===== src/rtl/att_mode_mgr.sv =====
module att_mode_mgr #(
  parameter int RATE_W    = 16,
  parameter int RATE_FRAC = 10,
  parameter int LO_MDPS   = 400,
  parameter int MID_MDPS  = 1200,
  parameter int HI_MDPS   = 3000,
  parameter int CONFIRM   = 3
) (
  input  logic              clk,
  input  logic              rst_n,
  input  logic              eval_stb,
  input  logic [RATE_W-1:0] rate_mag,
  input  logic              sun_avoid,
  input  logic              fdir_trip,
  input  logic              tc_valid,
  input  logic [2:0]        tc_mode,
  output logic [5:0]        mode_oh,
  output logic              mode_chg,
  output logic              tc_reject,
  output logic              en_mgm,
  output logic              en_sun,
  output logic              en_str,
  output logic              en_gyro,
  output logic              en_gps,
  output logic              en_mgt,
  output logic              en_rw
);

  localparam int CW = $clog2(CONFIRM + 1);
  localparam logic [RATE_W-1:0] LIM_LO  = RATE_W'((LO_MDPS  * (1 << RATE_FRAC)) / 1000);
  localparam logic [RATE_W-1:0] LIM_MID = RATE_W'((MID_MDPS * (1 << RATE_FRAC)) / 1000);
  localparam logic [RATE_W-1:0] LIM_HI  = RATE_W'((HI_MDPS  * (1 << RATE_FRAC)) / 1000);
  localparam logic [5:0] OH_DET  = 6'b000001;
  localparam logic [5:0] OH_SAFE = 6'b000010;
  localparam logic [5:0] OH_IDLE = 6'b000100;

  logic [5:0]    mode_q, mode_d;
  logic [CW-1:0] cnt_q, cnt_d;
  logic          in_det, in_safe, in_ops;
  logic          cond, rate_fire;
  logic [5:0]    tc_oh;
  logic          tc_tgt_ops, tc_legal;

  assign in_det  = mode_q[0];
  assign in_safe = mode_q[1];
  assign in_ops  = |mode_q[5:2];

  assign cond = (in_det  & (rate_mag < LIM_LO)) |
                (in_safe & ((rate_mag > LIM_MID) | sun_avoid)) |
                (in_ops  & (rate_mag > LIM_HI));

  assign rate_fire = eval_stb & cond & (cnt_q == CW'(CONFIRM - 1));

  assign tc_oh      = (tc_mode < 3'd6) ? (6'b000001 << tc_mode) : 6'b000000;
  assign tc_tgt_ops = |tc_oh[5:2];
  assign tc_legal   = tc_valid &
                      ((in_ops & tc_tgt_ops & ~|(tc_oh & mode_q)) |
                       (in_safe & tc_oh[2]));

  always_comb begin
    if (rate_fire)      mode_d = in_det ? OH_SAFE : OH_DET;
    else if (fdir_trip) mode_d = OH_SAFE;
    else if (tc_legal)  mode_d = tc_oh;
    else                mode_d = mode_q;
  end

  always_comb begin
    if (mode_d != mode_q) cnt_d = '0;
    else if (eval_stb)    cnt_d = cond ? cnt_q + CW'(1) : '0;
    else                  cnt_d = cnt_q;
  end

  always_ff @(posedge clk or negedge rst_n) begin
    if (!rst_n) begin
      mode_q    <= OH_DET;
      cnt_q     <= '0;
      mode_chg  <= 1'b0;
      tc_reject <= 1'b0;
    end else begin
      mode_q    <= mode_d;
      cnt_q     <= cnt_d;
      mode_chg  <= (mode_d != mode_q);
      tc_reject <= tc_valid & ~tc_legal;
    end
  end

  assign mode_oh = mode_q;
  assign en_mgm  = mode_q[0] | mode_q[1];
  assign en_mgt  = mode_q[0] | mode_q[1];
  assign en_sun  = mode_q[1] | mode_q[2];
  assign en_str  = in_ops;
  assign en_gyro = in_ops;
  assign en_rw   = in_ops;
  assign en_gps  = mode_q[4] | mode_q[5];

  p_onehot_r2: assert property (@(posedge clk) disable iff (!rst_n)
    $countones(mode_oh) == 1);

  p_chg_pulse_r11: assert property (@(posedge clk) disable iff (!rst_n)
    mode_chg |-> (mode_oh != $past(mode_oh)));

  p_chg_hold_r11: assert property (@(posedge clk) disable iff (!rst_n)
    !mode_chg |-> (mode_oh == $past(mode_oh)));

  p_fdir_safe_r8: assert property (@(posedge clk) disable iff (!rst_n)
    (fdir_trip && !rate_fire) |=> mode_oh[1]);

  p_tc_only_r9: assert property (@(posedge clk) disable iff (!rst_n)
    ((|mode_oh[5:3]) && mode_oh != $past(mode_oh)) |-> $past(tc_valid));

  p_detumble_stb_r6: assert property (@(posedge clk) disable iff (!rst_n)
    $rose(mode_oh[0]) |-> $past(eval_stb));

  p_reject_src_r10: assert property (@(posedge clk) disable iff (!rst_n)
    tc_reject |-> $past(tc_valid));

endmodule


===== config.mk =====
export PLATFORM = sky130hd
export DESIGN_NAME = att_mode_mgr
export DESIGN_NICKNAME = d
export VERILOG_FILES = /design/src/rtl/att_mode_mgr.sv
export SDC_FILE = /design/constraint.sdc
export NUM_CORES = 1
export LEC_CHECK = 0
export BUFFER_PORTS_ARGS = -buffer_cell sky130_fd_sc_hd__buf_2
export CAP_MARGIN = 30
export CORE_ASPECT_RATIO = 0.7
export CORE_MARGIN = 4
export CORE_UTILIZATION = 51
export DETAILED_ROUTE_END_ITERATION = 12
export PLACE_DENSITY_LB_ADDON = 0.25
export RECOVER_POWER = 50
export REMOVE_ABC_BUFFERS = 1
export SLEW_MARGIN = 20
export SYNTH_ARGS = -nofsm -noshare
export SYNTH_HDL_FRONTEND = slang
export SYNTH_SLANG_ARGS = --single-unit

===== constraint.sdc =====
create_clock -name clk -period 3.9 [get_ports clk]
set_input_delay 0.39 -clock clk [delete_from_list [all_inputs] [get_ports clk]]
set_output_delay 0.39 -clock clk [all_outputs]
set_load 0.02 [all_outputs]

### Word-level counts from Yosys, hierarchy flattened

Cells that the tools add are included.

* add/sub/neg operators: 1
* $mul: 0
* divide/modulo/power cells: 0
* $lt $le $gt $ge: 4
* eq/ne operators: 2
* shift operators: 1
* muxes and demuxes: 8
* bitwise logic cells: 19
* reductions and logical operators: 5

Operators by type and width (count)
* $mux 6: 4
* $gt 16x11->1 const B: 1
* $gt 16x12->1 const B: 1
* $lt 16x9->1 const B: 1
* $and 1x1->1: 10
* $mux 2: 4
* $reduce_or 4->1: 2
* $or 1x1->1: 7
* $and 6x6->6: 1
* $ne 6x6->1: 1
* $reduce_or 6->1: 1
* $shl 1x3->6 const A: 1
* $lt 3x3->1 const B: 1
* $add 2x1->2 const B: 1
* $eq 2x2->1 const B: 1
* $reduce_bool 2->1: 1
* $logic_not 1->1: 1
* $not 1->1: 1

* register bits after elaboration: 10
* latch bits: 0
* RAM bits: 0
* bits in read-only memories: 0
* output and inout bits: 15
* memories: 0

### Longest topological paths before layout

* depth in word-level cells: 13
* mapped depth: 8
* depth with buffers taken out: 8

### Least setup slack after synthesis

OpenSTA, ideal clock, no wires.

* path kind: input to register
* from: in tc_mode[1]
* to: reg cnt_q[0]
* arrival time: 2.072 ns
* required time: 3.775 ns
* setup slack: 1.702 ns
* stages on the path: 8
* path buffers: 0
* path through: ha_1 > or3b_1 > o22ai_2 > nor4_1 > nand3b_4 > a2111o_1 > nand4b_2 > a211oi_2

* word-level cells in the longest chain between the ends: 13
* elaborated cells between the ends (all ways): 18

Ends and longest elaborated chain
* start, declared: line 16 `input logic [2:0] tc_mode,`
* $lt 3x3->1 or $shl 1x3->6 (tied branches): line 54 `assign tc_oh = (tc_mode < 3'd6) ? (6'b000001 << tc_mode) : 6'b000000;`
* $mux 6 *: line 54
* $and 6x6->6: line 57 `((in_ops & tc_tgt_ops & ~|(tc_oh & mode_q)) |`
* $reduce_or 6->1: line 57
* $logic_not 1->1: line 57
* $and 1x1->1: line 57
* $or 1x1->1: line 57
* $and 1x1->1: line 56 `assign tc_legal = tc_valid &`
* $mux 6 *: line 63 `else if (tc_legal) mode_d = tc_oh;`
* $mux 6 *: line 62 `else if (fdir_trip) mode_d = OH_SAFE;`
* $mux 6 *: line 61 `if (rate_fire) mode_d = in_det ? OH_SAFE : OH_DET;`
* $ne 6x6->1 *: line 68 `if (mode_d != mode_q) cnt_d = '0;`
* $mux 2 or $reduce_bool 2->1 (tied branches)
* end signal, assigned: line 81 `cnt_q <= cnt_d;`
* end, declared: line 38 `logic [CW-1:0] cnt_q, cnt_d;`

Mark *: on every way between the ends. The rest lies on a longest branch, timed or not.
A chain may end at the register's enable or synchronous reset.

### Worst setup path after layout

Ends and elaborated chain as after synthesis.

==> impl_metrics.tcl <==
set metrics [dict create \
    antenna_found_initial 0 \
    most-common-layout-cells "buf_2 (31), nor2_1 (11), nand2_1 (10)" \
    yosys.area.top_type "dfrtp_1" \
    syn_area_um2 947.2 \
    period_share_pct 59.30 \
    fmax_ghz 0.4324 \
    slew_headroom_pct 63.82 \
    io_buffer_count 39 \
    firstDrtPassIters 4 \
    worstSetupStartpointType "input port" \
    ios 40 \
    min_from "eval_stb" \
    hold_viol_final 0 \
    r2r_cells 7 \
    worst_hold_slack_ns 0.3101 \
    post_drt_wl_per_cell_um 15.15 \
    h-tree-depth 1 \
    area_growth_pct 21.80 \
    p_leak_nw 0.5266 \
    hpwl_um 2046 \
    total_power_mw 0.4068 \
    cts_buffers 3 \
    tns_ns 0 \
    finalClockSkew_ns 0.008914 \
    setup_viol 0 \
    die_y_um 44.06 \
    start_util_pct 56.83 \
    synth_cell_type_count 45 \
    grt_max_degree 11 \
    core_area_um2 1667 \
    clock-sinks 10 \
    ys.flop_type "dfrtp_1" \
    synth_top_area_share_pct 23.78 \
    drive_gt1_share_pct 36.73 \
    clk_pin_slew_ns 0.07 \
    hold_path_depth 2 \
    fp.dieW_um 59.51 \
    crit_type "in2reg" \
    max_stage_delay_ns 0.45 \
    drt-total-wl_um 2546 \
    path_max_fanout 6 \
    crit_chain "buf_2 -> ha_1 -> or3b_1 -> o22ai_2 -> nor4_1 -> nand3b_4 -> a2111o_1 -> nand4b_2 -> a211oi_2" \
    final_common_cell "buf_2" \
    synth_seq_cells 10 \
    dieArea_um2 2622 \
    cts_tree "built" \
    rows 12 \
    drv_slew 0 \
    hold_path_end "cnt_q[0]$_DFFE_PN0P_" \
    final_util_pct 69.22 \
    worst_pin_slew_ns 0.5426 \
    ff_latch_area_um2 251.5 \
    place.gp.congestion 0.8661 \
    clockBufferDepth 2 \
    drt.antenna.violating_nets 0 \
    hold_class "in2reg" \
    route.detailed.drc 0 \
    end_kind "flip-flop" \
    min_period_ns 2.313 \
    cts-root-buf "clkbuf_4" \
    multi_input_area_um2 628.1 \
    p_per_area_nw_per_um2 352.7 \
    gr-total-overflow 0 \
    r2r-start "mode_oh[2]$_DFF_PN0_" \
    clock_latency_ns 0.27 \
    yosysWarningCount 0 \
    max-cap-violations 0 \
    fill_cells 142 \
    cpMaxStageDelayCell "or3b_1" \
    synthCells 108 \
    syn_area_per_cell_um2 8.770 \
    ir_worst_vdd_uv 317.1 \
    outcome "finished, final reports clean" \
    placed_cell_area_um2 1127 \
    grt_pass1_wl_um 4167 \
    ff2ff_setup_slack_ns 1.67 \
    nets 175 \
    grt_use_total_pct 21.23 \
    synth_edf_count 0 \
    yosysSeqAreaShare_pct 26.55 \
    rr_endpoint "cnt_q[0]$_DFFE_PN0P_" \
    async_flop_share_pct 100.0 \
    grt_pass1_vias 857 \
    grt_setup_unrepaired "no" \
    viasPerCell 5.976 \
    via_count 1004 \
    synth.area.top_cells "dfrtp_1 (24%), nor2_1 (4.4%), nand2_1 (4.0%), a21oi_1 (3.7%), mux2i_1 (3.2%)" \
    drt-initial-drc-count 68 \
    post-route-cell-area_um2 1154 \
    cp.arrival_ns 2.47 \
    crit_required_ns 4.06 \
    diodes 0 \
]
-- cell usage after synthesis (all sizes together) (3+ instances only) --
cell type	count
dfrtp	9
or3	4
nand2	11
nor3	5
or2	3
mux2i	3
o211ai	3
inv	7
or3b	3
a21oi	8
a211oi	3
nor2	11
o221ai	3
buf	5
or4	3
nor4	3
-- logic make-up after synthesis --
| kind of cell | after synthesis | synth area share, % |
|---|---|---|
| AOI/OAI and AO/OA | 29 | 26.55 |
| and+or+nand+nor | 52 | 33.95 |
| muxes | 3 | 3.171 |
| adders and majority gates | 2 | 2.642 |
| DFF | 10 | 26.55 |
| buffers and inverters | 12 | 7.134 |
-- state kept, by name, indices dropped and copies added, names as in the netlist --
register and cells:
cnt_q 2, mode_oh 6, tc_reject 1, mode_chg 1
-- cell type report --
class	count	share of cell area, %
sequential	10	21.80
multi-input combinational	86	54.45
tap	21	2.278
inverter	7	2.278
timing repair buffer	40	16.92
clock buffer	4	2.278
-- power breakdown --
part	internal [mW]	switching (mW)	total (mW)	leakage, nW
Combinational	0.0760	0.105	0.181	0.386
Sequential	0.125	0.0220	0.147	0.126
Clock	0.0396	0.0385	0.0781	0.0150
-- per-layer routing --
metal  track usage [%]  vias to the layer above  routed length [um]
met5                 0                        -                   0
met4             4.425                        0                  14
met3             7.580                        4                 242
met2             30.72                       50                1197
met1             30.34                      464                1092
li1                  -                      486                   -
-- worst max-delay path by stage --
| stage | start | end | depth (start not counted) |
|---|---|---|---|
| finish | tc_mode[1] | cnt_q[0]$_DFFE_PN0P_ | 9 |
| global route | tc_mode[1] | cnt_q[0]$_DFFE_PN0P_ | 9 |
| CTS | tc_mode[1] | cnt_q[0]$_DFFE_PN0P_ | 9 |
| detailed placement | tc_mode[1] | cnt_q[0]$_DFFE_PN0P_ | 9 |
| global placement | tc_mode[1] | cnt_q[0]$_DFFE_PN0P_ | 9 |
| floorplan | mode_oh[2]$_DFF_PN0_ | cnt_q[0]$_DFFE_PN0P_ | 7 |
-- critical path, delay by kind of cell --
kind	cells	cell delay [ns]
compound gates	3	0.82
fa+ha+maj	1	0.23
buf+inv	1	0.14
simple gates	4	0.88
-- metrics by stage --
stage               std cells  setup slack [ns]
finish                    168             1.587
global route              168             1.463
CTS                       168             1.620
detailed placement        163             1.330
global placement          163             1.389
floorplan                 103             1.633
-- timing repair --
action                                 in CTS  in global routing
gates resized for setup                     0                  0
setup buffers                               0                  0
hold buffers                                1                  0
endpoints found under the hold margin       9                  0
setup endpoints to repair                   0                  0
No activity file was read; power rests on OpenSTA's default activity.
